==> src/rtl/irqc_pkg.sv <==
package irqc_pkg;

   typedef enum logic {
      T_IDLE = 1'b0,
      T_RUN  = 1'b1
   } tmr_st_e;

   // Core-clock cycles per timer reference tick; guards a zero rate.
   function automatic int unsigned tick_ratio(input int unsigned clk_hz,
                                              input int unsigned ref_hz);
      return (ref_hz == 0) ? 1 : clk_hz / ref_hz;
   endfunction

endpackage

==> src/rtl/irqc_thresh_cnt.sv <==
module irqc_thresh_cnt #(
   parameter int W       = 8,
   parameter int RST_VAL = 1
) (
   input  logic         clk,
   input  logic         rst_n,
   input  logic [W-1:0] thr_i,
   input  logic         wr_i,
   input  logic         done_i,
   input  logic         exp_i,
   output logic [W-1:0] cnt_o,
   output logic         hit_o
);

   logic [W-1:0] cnt_q, base, dec, cnt_d;
   logic         hit_d, hit_q;

   // Refill sources act first, then the completion decrement.
   always_comb begin
      base  = (wr_i || exp_i) ? thr_i : cnt_q;
      dec   = base - W'(1);
      cnt_d = base;
      hit_d = 1'b0;
      if (done_i) begin
         if (dec == '0) begin
            hit_d = 1'b1;
            cnt_d = thr_i;
         end else begin
            cnt_d = dec;
         end
      end
   end

   always_ff @(posedge clk or negedge rst_n) begin
      if (!rst_n) begin
         cnt_q <= W'(RST_VAL);
         hit_q <= 1'b0;
      end else begin
         cnt_q <= cnt_d;
         hit_q <= hit_d;
      end
   end

   assign cnt_o = cnt_q;
   assign hit_o = hit_q;

endmodule

==> src/rtl/irqc_delay_tmr.sv <==
module irqc_delay_tmr
   import irqc_pkg::*;
#(
   parameter int W   = 8,
   parameter int DIV = 4
) (
   input  logic         clk,
   input  logic         rst_n,
   input  logic [W-1:0] dly_i,
   input  logic         done_i,
   input  logic         tick_i,
   output logic [W-1:0] tmr_o,
   output logic         exp_o,
   output logic         fire_o
);

   tmr_st_e      st_q;
   logic [W-1:0] tmr_q;
   logic         load, adv, stb, fire_q;

   assign load = done_i && (dly_i != '0);
   assign adv  = (st_q == T_RUN) && tick_i && !load;

   generate
      if (DIV == 1) begin : g_direct
         assign stb = adv;
      end else begin : g_div
         localparam int            PW   = $clog2(DIV);
         localparam logic [PW-1:0] LAST = PW'(DIV - 1);
         logic [PW-1:0] pre_q;

         always_ff @(posedge clk or negedge rst_n) begin
            if (!rst_n)
               pre_q <= '0;
            else if (load)
               pre_q <= '0;
            else if (adv)
               pre_q <= (pre_q == LAST) ? '0 : pre_q + PW'(1);
         end

         assign stb = adv && (pre_q == LAST);
      end
   endgenerate

   // A load in the same cycle suppresses stb, so the load wins.
   assign exp_o = stb && (tmr_q == W'(1));

   always_ff @(posedge clk or negedge rst_n) begin
      if (!rst_n) begin
         tmr_q  <= '0;
         st_q   <= T_IDLE;
         fire_q <= 1'b0;
      end else begin
         fire_q <= exp_o;
         if (load) begin
            tmr_q <= dly_i;
            st_q  <= T_RUN;
         end else if (stb) begin
            tmr_q <= tmr_q - W'(1);
            if (exp_o)
               st_q <= T_IDLE;
         end
      end
   end

   assign tmr_o  = tmr_q;
   assign fire_o = fire_q;

endmodule

==> src/rtl/irq_coalesce.sv <==
module irq_coalesce
   import irqc_pkg::*;
#(
   parameter int FLD_W   = 8,
   parameter int CLK_HZ  = 200_000_000,
   parameter int REF_HZ  = 50_000_000,
   parameter int RST_THR = 1
) (
   input  logic               clk,
   input  logic               rst_n,
   input  logic [FLD_W-1:0]   thr_i,
   input  logic [FLD_W-1:0]   dly_i,
   input  logic               ctrl_wr_i,
   input  logic               done_i,
   input  logic               tick_i,
   output logic               ioc_set_o,
   output logic               dly_set_o,
   output logic [FLD_W-1:0]   cnt_o,
   output logic [FLD_W-1:0]   tmr_o,
   output logic [2*FLD_W-1:0] stat_o
);

   localparam int DIV = int'(tick_ratio(CLK_HZ, REF_HZ));

   generate
      if (FLD_W < 1 || FLD_W > 16) begin : g_bad_width
         $error("irq_coalesce: FLD_W out of range");
      end
      if (REF_HZ <= 0 || CLK_HZ < REF_HZ || (CLK_HZ % REF_HZ) != 0) begin : g_bad_rate
         $error("irq_coalesce: CLK_HZ must be a whole multiple of REF_HZ");
      end
      if (RST_THR < 0 || RST_THR >= (1 << FLD_W)) begin : g_bad_rst
         $error("irq_coalesce: RST_THR does not fit the threshold field");
      end
   endgenerate

   logic tmr_exp;

   irqc_delay_tmr #(
      .W   (FLD_W),
      .DIV (DIV)
   ) u_tmr (
      .clk    (clk),
      .rst_n  (rst_n),
      .dly_i  (dly_i),
      .done_i (done_i),
      .tick_i (tick_i),
      .tmr_o  (tmr_o),
      .exp_o  (tmr_exp),
      .fire_o (dly_set_o)
   );

   irqc_thresh_cnt #(
      .W       (FLD_W),
      .RST_VAL (RST_THR)
   ) u_cnt (
      .clk    (clk),
      .rst_n  (rst_n),
      .thr_i  (thr_i),
      .wr_i   (ctrl_wr_i),
      .done_i (done_i),
      .exp_i  (tmr_exp),
      .cnt_o  (cnt_o),
      .hit_o  (ioc_set_o)
   );

   assign stat_o = {tmr_o, cnt_o};

endmodule

==> config.mk <==
export PLATFORM = sky130hd
export DESIGN_NAME = irq_coalesce
export DESIGN_NICKNAME = d
export VERILOG_FILES = /design/src/rtl/irqc_pkg.sv /design/src/rtl/irqc_thresh_cnt.sv /design/src/rtl/irqc_delay_tmr.sv /design/src/rtl/irq_coalesce.sv
export SDC_FILE = /design/constraint.sdc
export NUM_CORES = 1
export LEC_CHECK = 0
export BUFFER_PORTS_ARGS = -buffer_cell sky130_fd_sc_hd__buf_2
export CAP_MARGIN = 15
export CORE_MARGIN = 2
export CORE_UTILIZATION = 30
export CTS_BUF_LIST = sky130_fd_sc_hd__clkbuf_4
export DETAILED_ROUTE_END_ITERATION = 10
export GPL_ROUTABILITY_DRIVEN = 1
export SLEW_MARGIN = 20
export SYNTH_ARGS = -nofsm -noshare
export SYNTH_HDL_FRONTEND = slang
export SYNTH_SLANG_ARGS = --single-unit
==> constraint.sdc <==
create_clock -name clk -period 4.1 [get_ports clk]
set_input_delay 0.41 -clock clk [delete_from_list [all_inputs] [get_ports clk]]
set_output_delay 0.41 -clock clk [all_outputs]
set_load 0.02 [all_outputs]
# After elaboration in Yosys (flattened, before gate mapping)
# Index checks and enable logic that the tools add are counted.
dict set report totals {
  input_bits 21
  elab_cells 37
  output_inout_bits 34
  ff_bits 21
}
dict set report op_classes {
  eq_ne 2
  n_addsub 3
  n_mux 13
  reduce_logical 13
}
# cell n
set op_table {}
lappend op_table {{8-bit two-way mux} 5}
lappend op_table {{8-bit by 1-bit subtractor with 8-bit output (second input constant)} 2}
lappend op_table {{8-bit by 1-bit == test with 1-bit output (second input constant)} 1}
lappend op_table {{8-bit zero test} 1}
lappend op_table {{8-bit nonzero test} 1}
lappend op_table {{2-bit two-way mux} 3}
lappend op_table {{2-bit nonzero test} 3}
lappend op_table {{1-bit logical AND} 5}
lappend op_table {{1-bit two-way mux} 5}
lappend op_table {{2-bit by 1-bit adder with 2-bit output (second input constant)} 1}
lappend op_table {{2-bit == test (second input constant)} 1}
lappend op_table {{2-bit AND reduction} 1}
lappend op_table {{1-bit zero test} 1}
lappend op_table {{1-bit logical OR} 1}

# Depth between registers and ports, before layout
# Gate-level depths: netlist of run 1.
dict set report logic_depth {
  word_depth 12
  depth_mapped 13
}

# Cells and area by module
# A second synthesis of run 1 with hierarchy kept.
dict set report hier_totals {
  hier_cells 176
  area_unflattened_um2 1652.8
}
# module area_per_inst_um2 n_inst cells_per_inst
set modules_own_cells {}
lappend modules_own_cells {irqc_thresh_cnt 829.5 1 88}
lappend modules_own_cells {irqc_delay_tmr 703.2 1 72}
lappend modules_own_cells {irq_coalesce 120.1 1 16}

# Worst setup path before layout of run 1
# Ideal clock, no wire load.
dict set report synth_timing {
  path_type {flip-flop to flip-flop}
  startpoint {register u_tmr.tmr_q[1] (netlist: u_tmr.tmr_o[1])}
  endpoint {register u_cnt.cnt_q[5] (netlist: u_cnt.cnt_o[5])}
  path_slack_ns 0.482
  setup_time_ns 0.126
  period_less_slack_ns 3.618
  t_required_ns 3.974
  arrival_time_ns 3.492
  path_buffers 1
  stages_incl_launch_ff 14
  cell_sequence {dfrtp_1 inv_1 ha_1 nor4b_1 and3_1 a21oi_1 buf_2 mux2_2 inv_1 ha_1 or3b_4 a21o_1 and3_4 a311o_1}
}
dict set report synth_via {
  elab_chain_len 8
}
# element line
set synth_rtl {}
lappend synth_rtl {{start, declared} irqc_delay_tmr.sv:18} ;# logic [W-1:0] tmr_q;
lappend synth_rtl {{start signal, assigned} irqc_delay_tmr.sv:56} ;# tmr_q <= dly_i;
lappend synth_rtl {{start signal, assigned} irqc_delay_tmr.sv:59} ;# tmr_q <= tmr_q - W'(1);
lappend synth_rtl {{8-bit by 1-bit == test with 1-bit output *} irqc_delay_tmr.sv:46} ;# assign exp_o = stb && (tmr_q == W'(1));
lappend synth_rtl {{1-bit logical AND *} irqc_delay_tmr.sv:46}
lappend synth_rtl {{1-bit logical OR *} irqc_thresh_cnt.sv:20} ;# base = (wr_i || exp_i) ? thr_i : cnt_q;
lappend synth_rtl {{8-bit two-way mux *} irqc_thresh_cnt.sv:20}
lappend synth_rtl {{8-bit by 1-bit subtractor with 8-bit output} irqc_thresh_cnt.sv:21} ;# dec = base - W'(1);
lappend synth_rtl {{8-bit zero test} irqc_thresh_cnt.sv:25} ;# if (dec == '0) begin
lappend synth_rtl {{8-bit two-way mux} irqc_thresh_cnt.sv:25}
lappend synth_rtl {{8-bit two-way mux *} irqc_thresh_cnt.sv:24} ;# if (done_i) begin
lappend synth_rtl {{net u_cnt.cnt_d[5]} irqc_thresh_cnt.sv:15} ;# logic [W-1:0] cnt_q, base, dec, cnt_d;
lappend synth_rtl {{end signal, assigned} irqc_thresh_cnt.sv:36} ;# cnt_q <= W'(RST_VAL);
lappend synth_rtl {{end signal, assigned} irqc_thresh_cnt.sv:39} ;# cnt_q <= cnt_d;
lappend synth_rtl {{end, declared} irqc_thresh_cnt.sv:15}
# The timed path passes the listed nets; every way through them passes the cells marked *.
# A chain may end at the register's enable or synchronous reset.

# Worst setup path in the final report of run 1
dict set report layout_timing {
  startpoint {register u_tmr.g_div.pre_q[0]}
  endpoint {register u_cnt.cnt_q[5] (netlist: u_cnt.cnt_o[5])}
}
dict set report layout_via {
  elab_chain_len 9
}
# element line
set layout_rtl {}
lappend layout_rtl {{start, declared} irqc_delay_tmr.sv:30} ;# logic [PW-1:0] pre_q;
lappend layout_rtl {{start signal, assigned} irqc_delay_tmr.sv:38} ;# pre_q <= (pre_q == LAST) ? '0 : pre_q + PW'(1);
lappend layout_rtl {{2-bit == test *} irqc_delay_tmr.sv:41} ;# assign stb = adv && (pre_q == LAST);
lappend layout_rtl {{1-bit logical AND *} irqc_delay_tmr.sv:41}
lappend layout_rtl {{1-bit logical AND *} irqc_delay_tmr.sv:46}
lappend layout_rtl {{1-bit logical OR *} irqc_thresh_cnt.sv:20}
lappend layout_rtl {{8-bit two-way mux *} irqc_thresh_cnt.sv:20}
lappend layout_rtl {{8-bit by 1-bit subtractor with 8-bit output} irqc_thresh_cnt.sv:21}
lappend layout_rtl {{8-bit zero test} irqc_thresh_cnt.sv:25}
lappend layout_rtl {{8-bit two-way mux} irqc_thresh_cnt.sv:25}
lappend layout_rtl {{8-bit two-way mux *} irqc_thresh_cnt.sv:24}
lappend layout_rtl {{net u_cnt.cnt_d[5]} irqc_thresh_cnt.sv:15}
# Marked as above.

==> results of run 1 <==
-- power breakdown --
| part | internal [W] | total, W | switching, W | leakage (nW) |
|---|---|---|---|---|
| Combinational | 0.0000862 | 0.000229 | 0.000142 | 0.604 |
| Sequential | 0.000229 | 0.000257 | 0.0000279 | 0.255 |
| Clock | 0.0000372 | 0.000111 | 0.0000740 | 0.0139 |
| Total | 0.000352 | 0.000597 | 0.000244 | 0.873 |
-- synth_stat cells, types with 2 or more instances --
cell,n
a21oi_1,8
o211ai_1,2
nor2_1,13
and3b_1,2
mux2_2,5
xor2_1,2
a41oi_1,2
xnor2_1,8
nand4_1,4
nor3b_1,2
clkbuf_1,4
and2_1,2
mux2i_1,9
nand3_1,6
inv_1,4
dfrtp_1,20
buf_4,16
nor3_1,7
a221oi_1,2
o21ai_0,13
ha_1,5
nand2_1,25
nor4b_1,2
a22oi_1,2
-- worst max path at each step --
stage | from | endpoint | slack, ps
6_report | u_tmr.g_div.pre_q[0]$_DFFE_PN0P_ | u_cnt.cnt_o[5]$_DFF_PN0_ | 710
5_1_grt | u_tmr.tmr_o[1]$_DFFE_PN0P_ | u_cnt.cnt_o[0]$_DFF_PN1_ | 430
4_1_cts | u_tmr.g_div.pre_q[0]$_DFFE_PN0P_ | u_cnt.cnt_o[5]$_DFF_PN0_ | 690
3_5_place_dp | dly_i[1] | u_cnt.cnt_o[5]$_DFF_PN0_ | 720
3_3_place_gp | dly_i[1] | u_cnt.cnt_o[5]$_DFF_PN0_ | 770
2_1_floorplan | u_tmr.tmr_o[1]$_DFFE_PN0P_ | u_cnt.cnt_o[5]$_DFF_PN0_ | 480
-- metal layers --
| metal | routed length, um | GRT usage, % |
|---|---|---|
| met5 | 0 | 0 |
| met4 | 38 | 4.386 |
| met3 | 203 | 2.299 |
| met2 | 1944 | 20.17 |
| met1 | 1984 | 20.14 |
-- flip-flops by register name, summed over array words and instances (netlist names) --
register,flops
u_tmr.g_div.pre_q,2
u_tmr.tmr_o,8
u_cnt.hit_o,1
u_cnt.cnt_o,8
u_tmr.fire_o,1
u_tmr.st_q,1
-- layout make-up --
cell class	instances	area, um^2	share of cell area [%]
Clock buffer	3	22.52	1.172
Clock inverter	1	7.507	0.3906
Inverter	5	18.77	0.9766
Multi-Input combinational cell	144	978.4	50.91
Sequential cell	21	526.8	27.41
Tap cell	72	90.09	4.688
Timing Repair Buffer	55	277.8	14.45
-- stage by stage --
stage                     area, um^2  power [W]
final                           1922  0.0005965
after global routing            1922  0.0006343
after CTS                       1922  0.0006029
after detailed placement        1892  0.0004909
after global placement          1892  0.0004902
after floorplan                 1664  0.0004337
-- critical path: cells and delay by family (launching register included) --
kind                     cells  cell delay (ps)
AO/OA/AOI/OAI                3              850
AND/OR/NAND/NOR              4             1070
buffers and inverters        1               90
flip-flops                   1              430
multiplexers                 1              390
adder cells (fa/ha/maj)      2              470
-- cell families after synthesis --
logic type / share of synthesized area [%]
flops: 31.65
fa+ha+maj: 3.759
compound gates: 17.29
simple gates: 23.68
buf+inv: 9.548
xor+xnor: 5.264
mux: 8.797
==> results.yml, run 1 <==
outcome:
  status: "finished, final reports clean"
sta:
  hold_viol: 0
  period_share_pct: 82.68
  worst_pin_slew_ps: 726.8
  setup_tns_ps: 0
  skew_ps: 6.736
  setup_viol: 0
  fmax_mhz: 295.0
  rsz0062_at_grt: "false"
  slew_viol_final: 0
  period_minus_slack_ps: 3390
  layout_setup_ws_ps: 710.1
  hold_ws_ps: 31.50
  relSlewSlack_pct: 50.16
grt:
  grt-ovfl-total: 0
  grt_max_degree: 26
  grt_pass1_wl_mm: 6.706
  first_global_vias: 1350
  antenna_found_initial: 0
  grtUsageTotal_pct: 13.66
worst_setup_path:
  r2r_setup_slack_ps: 710
  endpoint_kind: "flop"
  critPathMaxFanout: 5
  worstPathRequired_ps: 4310
  ff2ff_path_depth: 11
  start_kind: "flop"
  r2r-start: "u_tmr.g_div.pre_q[0]$_DFFE_PN0P_"
  crit_type: "flop to flop"
  cp.arrival_ps: 3600
  crit_chain: "ha_1, and4b_1, and3_1, a21oi_1, mux2_2, inv_1, ha_1, or3b_4, a21o_1, and3_4, a311o_1"
  rr_endpoint: "u_cnt.cnt_o[5]$_DFF_PN0_"
  critical-path-max-stage-delay_ps: 430
  crit_path_frequent_cell: "ha_1"
  cp_slowest_cell: "dfrtp_1"
floorplan:
  fp.dieH_um: 78.48
  die_w_um: 78.48
  dieArea_um2: 6159
  num_rows: 27
  start_util_pct: 30.60
  fp.coreArea_um2: 5439
  ioPinCount: 55
cells_and_area:
  layout_commonest_cell: "buf_2"
  drive_above_1_share_pct: 32.31
  post-route-util_pct: 35.33
  instances_no_fill: 301
  area_delta_synth_final_pct: 15.49
  final_cell_mix: "54 x buf_2, 25 x nand2_1, 20 x dfrtp_1, 13 x nor2_1, 13 x o21ai_0"
  diodes: 0
  nets: 256
  fill_cells: 582
logic_synthesis:
  syn_area_per_cell_um2: 8.713
  synthFlopType: "dfrtp_1"
  async_flop_share_pct: 100.0
  yosysWarnings: 0
  syn_inst: 191
  ys_ff_latch: 21
  synth_area_um2: 1664
  synth_cell_types: 50
  synth.largest_area_cell: "dfrtp_1"
  synth_edf_count: 0
  yosys-top-cells-area: "dfrtp_1 30%, buf_4 7.2%, nand2_1 5.6%"
  syn_nets: 217
  seq_area_frac_synth_pct: 31.65
  netlist.area_leader.share_pct: 30.08
route:
  route.detailed.drc: 0
  drtIter0Drc: 92
  routedWlPerCell_um: 13.85
  via_per_inst: 5.080
  vias: 1529
  drt_wl_total_mm: 4.170
  dr.pass1.iters: 4
  ant_nets: 0
flow_run:
  cap_viol_max_count: 0
cts:
  numCtsBuffers: 3
  cts_sinks: 21
  cts_max_level: 1
  cts-root-buf: "clkbuf_4"
  clockBufferDepth: 2
  path_clk_slew_ps: 140
  clk_latency_ps: 310
  cts_tree: "built"
  hold_buffers: 0
  cts_resized: 0
  post_cts_buffers: 0
place:
  dp_cells: 297
  routabilityCongestion: 0.8104
  dpl_worst_slack_ps: 720.1
  io_buffers: 54
  dp_hpwl_mm: 3.284
power:
  pwr_density_cell_nw_per_um2: 310.4
  power.leakage_nw: 0.8728
  ir_drop_v: 0.0001129
hold_path:
  hold_path.class: "primary input to asynchronous set/reset pin"
Note: power is estimated with default switching activity, not from simulation.
==> inputs of run 2 (changes only) <==
==> constraint.sdc (replaced) <==
create_clock -name clk -period 3.3 [get_ports clk]
set_input_delay 0.33 -clock clk [delete_from_list [all_inputs] [get_ports clk]]
set_output_delay 0.33 -clock clk [all_outputs]
set_load 0.02 [all_outputs]
==> run 2 against run 1 <==
Non-clock buffer count up 8. Critical path depth unchanged. Clock power up 28%. Power up 28%. Largest cell class unchanged. Highest routed layer unchanged.
==> results.yml, run 2 (synthesis gave the netlist of run 1 again) <==
worst_setup_path:
  start_kind: "flop"
  cp.arrival_ps: 3360
  endpoint_kind: "flop"
  cp_slowest_cell: "dfrtp_1"
  worstPathRequired_ps: 3520
  critPathMaxFanout: 5
  crit_chain: "ha_1, and4b_1, and3_4, a21oi_4, mux2_2, inv_2, ha_2, or3b_4, a21o_1, and3_4, a311o_1"
  crit_type: "flop to flop"
  crit_path_frequent_cell: "and3_4"
  critical-path-max-stage-delay_ps: 430
power:
  power.share.combinational_pct: 39.3
  seq_power_share_pct: 42.0
  power.leakage_nw: 0.9115
  netSwitchingFraction_pct: 41.27
  ir_drop_v: 0.0001800
  switchingPower_w: 0.0003143
  clkPwrFrac_pct: 18.7
  intPower_w: 0.0004473
  pwr_density_cell_nw_per_um2: 376.9
cts:
  cts_tree: "built"
  path_clk_slew_ps: 150
  clockBufferDepth: 2
  cts-root-buf: "clkbuf_4"
  cts_sinks: 21
  clk_latency_ps: 330
  post_cts_buffers: 0
  numCtsBuffers: 3
  cts_max_level: 1
sta:
  worst_pin_slew_ps: 533.2
  period_share_pct: 95.19
  slew_viol_final: 0
  period_minus_slack_ps: 3141
  fmax_mhz: 318.4
  skew_ps: 13.02
  layout_setup_ws_ps: 158.9
  rsz0062_at_grt: "false"
  relSlewSlack_pct: 64.18
  setup_tns_ps: 0
  hold_viol: 0
  setup_viol: 0
cells_and_area:
  instances_no_fill: 309
  area_delta_synth_final_pct: 21.43
  fill_cells: 571
  layout_commonest_cell: "buf_2"
  final_cell_mix: "54 x buf_2, 25 x nand2_1, 18 x dfrtp_1, 13 x nor2_1, 13 x o21ai_0"
  diodes: 0
  multi_input_comb_area_um2: 1012
  drive_above_1_share_pct: 37.13
  seqCellArea_um2: 529.3
  nets: 264
route:
  routedWlPerCell_um: 14.18
  drtIter0Drc: 78
  via_per_inst: 5.042
  ant_nets: 0
  dr.pass1.iters: 4
  vias: 1558
  route.detailed.drc: 0
  drt_wl_total_mm: 4.382
grt:
  antenna_found_initial: 0
  grt_max_degree: 25
  grt_pass1_wl_mm: 7.307
  grtUsageTotal_pct: 14.85
  grt-ovfl-total: 0
  first_global_vias: 1499
floorplan:
  die_w_um: 78.48
  fp.coreArea_um2: 5439
  ioPinCount: 55
  num_rows: 27
  dieArea_um2: 6159
  fp.dieH_um: 78.48
  start_util_pct: 30.60
place:
  dp_cells: 304
  routabilityCongestion: 0.7826
  dpl_worst_slack_ps: 39.35
  io_buffers: 54
  dp_hpwl_mm: 3.385
flow_run:
  cap_viol_max_count: 0
outcome:
  status: "finished, final reports clean"
hold_path:
  hold_path.class: "primary input to flop"
-- run 2: cell types whose count changed in the layout (fill, tap and decap cells not counted), sizes merged --
cell / delta
buf: +7
dlygate4sd3: +1
-- run 2: final cells by class --
type	instances	area share [%]
Clock buffer	3	1.115
Inverter	5	0.9288
Sequential cell	21	26.19
Multi-Input combinational cell	144	50.09
Clock inverter	1	0.3715
Tap cell	72	4.458
Timing Repair Buffer	63	16.84
-- run 2: final timing paths --
kind	slack, ps	from	endpoint	cells after the start
min in group asynchronous	490	rst_n	u_tmr.tmr_o[6]$_DFFE_PN0P_	2
max reg2reg	160	u_tmr.g_div.pre_q[0]$_DFFE_PN0P_	u_cnt.cnt_o[5]$_DFF_PN0_	11
max	160	u_tmr.g_div.pre_q[0]$_DFFE_PN0P_	u_cnt.cnt_o[5]$_DFF_PN0_	11
min	210	dly_i[1]	u_tmr.tmr_o[1]$_DFFE_PN0P_	3
min reg2reg	560	u_tmr.g_div.pre_q[1]$_DFFE_PN0P_	u_tmr.g_div.pre_q[1]$_DFFE_PN0P_	2
max in group asynchronous	2440	rst_n	u_cnt.cnt_o[0]$_DFF_PN1_	2
-- run 2: power groups by stage --
stage	sequential [W]	combinational, W	clock [W]
global route	0.000326	0.000326	0.000157
global placement	0.000323	0.000294	0
finish	0.000320	0.000299	0.000142
CTS	0.000318	0.000297	0.000145
floorplan	0.000348	0.000193	0
detailed placement	0.000323	0.000295	0
-- run 2: repair_timing --
item | CTS | global route
resized for setup | 1 | 4
setup endpoints to repair | 1 | 6
hold endpoints to repair | 20 | 0
hold buffers | 1 | 0
pin swaps | 0 | 0
-- run 2: metal layers --
metal / vias up / global-route usage (%) / wire length [um]
met5: - / 0 / 0
met4: 0 / 4.737 / 49
met3: 4 / 2.529 / 200
met2: 38 / 23.02 / 2037
met1: 745 / 20.96 / 2093
li1: 771 / - / -
-- run 2: critical path: cells and delay by family, from the launching register on --
family | cells | cell delay, ps
AOI/OAI and AO/OA | 3 | 710
muxes | 1 | 380
DFF | 1 | 430
and+or+nand+nor | 4 | 1010
buffers and inverters | 1 | 80
adders and majority gates | 2 | 420
-- run 2: through the flow --
stage	hold WS, ps	utilization [%]	cell area (um^2)	power (W)
global placement	326.2	36.00	1958	0.0006169
finish	208.6	37.15	2021	0.0007616
floorplan	34.41	-	1684	0.0005411
detailed placement	325.7	36.00	1958	0.0006177
global route	215.2	37.15	2021	0.0008086
CTS	208.2	36.85	2004	0.0007605
==> inputs of run 3 (changes only) <==
--- a/config.mk
+++ b/config.mk
@@ -12,7 +12,6 @@
 export CTS_BUF_LIST = sky130_fd_sc_hd__clkbuf_4
 export DETAILED_ROUTE_END_ITERATION = 10
 export GPL_ROUTABILITY_DRIVEN = 1
-export SLEW_MARGIN = 20
 export SYNTH_ARGS = -nofsm -noshare
 export SYNTH_HDL_FRONTEND = slang
 export SYNTH_SLANG_ARGS = --single-unit
==> constraint.sdc (replaced) <==
create_clock -name clk -period 3.3 [get_ports clk]
set_input_delay 0.66 -clock clk [delete_from_list [all_inputs] [get_ports clk]]
set_output_delay 0.66 -clock clk [all_outputs]
set_load 0.02 [all_outputs]
==> run 3 against run 2 <==
Sequential cell count unchanged. Worst setup slack better by 63 ps. Clock skew down 6.5 ps. Power up 2.2%. Utilization up 0.67 points. Largest power group unchanged. Critical path type unchanged. Final cell count up 1.3%. Routed wire length up 2.1%. Largest cell class unchanged. Global-route usage up 0.42 points.
==> results.yml, run 3 (synthesis gave the netlist of run 1 again) <==
outcome:
  status: "finished, final reports clean"
route:
  via_per_inst: 5.128
  vias: 1605
  ant_nets: 0
  drt_wl_total_mm: 4.473
  route.detailed.drc: 0
  drtIter0Drc: 111
  dr.pass1.iters: 4
  routedWlPerCell_um: 14.29
place:
  dp_hpwl_mm: 3.449
  io_buffers: 54
  place_area_um2: 2023
  dpl_worst_slack_ps: -43.49
  routabilityCongestion: 0.8399
sta:
  worst_pin_slew_ps: 538.4
  setup_tns_ps: 0
  skew_ps: 6.550
  slew_viol_final: 0
  fmax_mhz: 324.9
  setup_viol: 0
  relSlewSlack_pct: 63.83
  period_minus_slack_ps: 3078
  layout_setup_ws_ps: 221.8
  hold_viol: 0
  period_share_pct: 93.28
  rsz0062_at_grt: "false"
power:
  pwr_density_cell_nw_per_um2: 378.4
  intPower_w: 0.0004574
  power.share.combinational_pct: 40.3
  power.leakage_nw: 0.9379
  seq_power_share_pct: 41.1
  netSwitchingFraction_pct: 41.24
  ir_drop_v: 0.0001412
  switchingPower_w: 0.0003210
  p_total_w: 0.0007783
  clkPwrFrac_pct: 18.6
worst_setup_path:
  crit_type: "flop to flop"
  r2r-start: "u_tmr.tmr_o[1]$_DFFE_PN0P_"
  start_kind: "flop"
  endpoint_kind: "flop"
  critPathMaxFanout: 5
  rr_endpoint: "u_cnt.cnt_o[6]$_DFF_PN0_"
  r2r_setup_slack_ps: 220
  cp.arrival_ps: 3310
  ff2ff_path_depth: 12
  worstPathRequired_ps: 3530
cells_and_area:
  diodes: 0
  design_area_um2: 2057
  final_cell_mix: "54 x buf_2, 25 x nand2_1, 20 x dfrtp_1"
  fill_cells: 575
  nets: 268
  drive_above_1_share_pct: 37.76
  layout_commonest_cell: "buf_2"
  area_delta_synth_final_pct: 23.61
hold_path:
  hold_path.class: "primary input to asynchronous set/reset pin"
floorplan:
  fp.coreArea_um2: 5439
  dieArea_um2: 6159
  die_w_um: 78.48
  start_util_pct: 30.60
  ioPinCount: 55
  fp.dieH_um: 78.48
  num_rows: 27
flow_run:
  cap_viol_max_count: 0
grt:
  first_global_vias: 1531
  antenna_found_initial: 0
  grt_max_degree: 25
  grt-ovfl-total: 0
  grtUsageTotal_pct: 15.27
  grt_pass1_wl_mm: 7.452
cts:
  cts_tree: "built"
  clk_latency_ps: 330
  numCtsBuffers: 3
  post_cts_buffers: 0
  cts_sinks: 21
  clockBufferDepth: 2
  cts_max_level: 1
  cts-root-buf: "clkbuf_4"
  path_clk_slew_ps: 140
## run 3: cell types whose count changed in the layout (fill, tap and decap cells not counted), sizes merged
cell and delta:
dlygate4sd3 -1, buf +5
## run 3: layout make-up
class,instances,area (um^2),area share [%]
timing repair buffer,67,367.9,17.88
tap,72,90.09,4.380
clock inverter,1,7.507,0.3650
sequential,21,526.8,25.61
clock buffer,3,22.52,1.095
multi-input combinational,144,1021,49.64
inverter,5,21.27,1.034
## run 3: worst max path at each step
stage                                from  slack (ps)  depth (start not counted)                       end
2_1_floorplan                    dly_i[3]        -100                         11  u_cnt.cnt_o[6]$_DFF_PN0_
3_3_place_gp                     dly_i[3]         -10                         12  u_cnt.cnt_o[3]$_DFF_PN0_
3_5_place_dp                     dly_i[3]         -40                         12  u_cnt.cnt_o[3]$_DFF_PN0_
4_1_cts        u_tmr.tmr_o[1]$_DFFE_PN0P_         220                         13  u_cnt.cnt_o[3]$_DFF_PN0_
5_1_grt        u_tmr.tmr_o[1]$_DFFE_PN0P_          20                         13  u_cnt.cnt_o[4]$_DFF_PN0_
6_report       u_tmr.tmr_o[1]$_DFFE_PN0P_         220                         12  u_cnt.cnt_o[6]$_DFF_PN0_
## run 3: timing repair
item / 4_1_cts / 5_1_grt
endpoints found under the hold margin: 0 / 0
endpoints found under the setup margin: 0 / 4
hold buffers: 0 / 0
resized for setup: 0 / 1
## run 3: per-layer routing
metal | up-vias | track usage [%] | wire, um
li1 | 781 | - | -
met1 | 773 | 20.85 | 2163
met2 | 46 | 25.09 | 2091
met3 | 5 | 2.299 | 158
met4 | 0 | 4.211 | 59
met5 | - | 0 | 0
## run 3: worst max-delay path, stage by stage (launching register included)
cell     delay (ps)
dfrtp_1         440
inv_1            90
ha_1            170
nor4b_1         310
and3_1          280
a21oi_4          90
mux2_4          330
inv_4            70
ha_4            130
or3b_4          370
a21o_1          200
and3_4          190
a221o_1         300
## run 3: power groups by stage
stage | Clock [W] | Sequential, W | Combinational [W]
global placement | 0 | 0.000324 | 0.000312
floorplan | 0 | 0.000348 | 0.000199
CTS | 0.000146 | 0.000320 | 0.000314
finish | 0.000144 | 0.000320 | 0.000314
global route | 0.000163 | 0.000325 | 0.000343
detailed placement | 0 | 0.000325 | 0.000313
## run 3: through the flow
stage / util [%] / cells / hold slack (ps)
finish: 37.82 / 313 / 274.0
global route: 37.82 / 313 / 279.1
CTS: 37.75 / 313 / 293.0
detailed placement: 37.20 / 309 / 528.5
global placement: 37.20 / 309 / 522.4
floorplan: - / 191 / 364.4
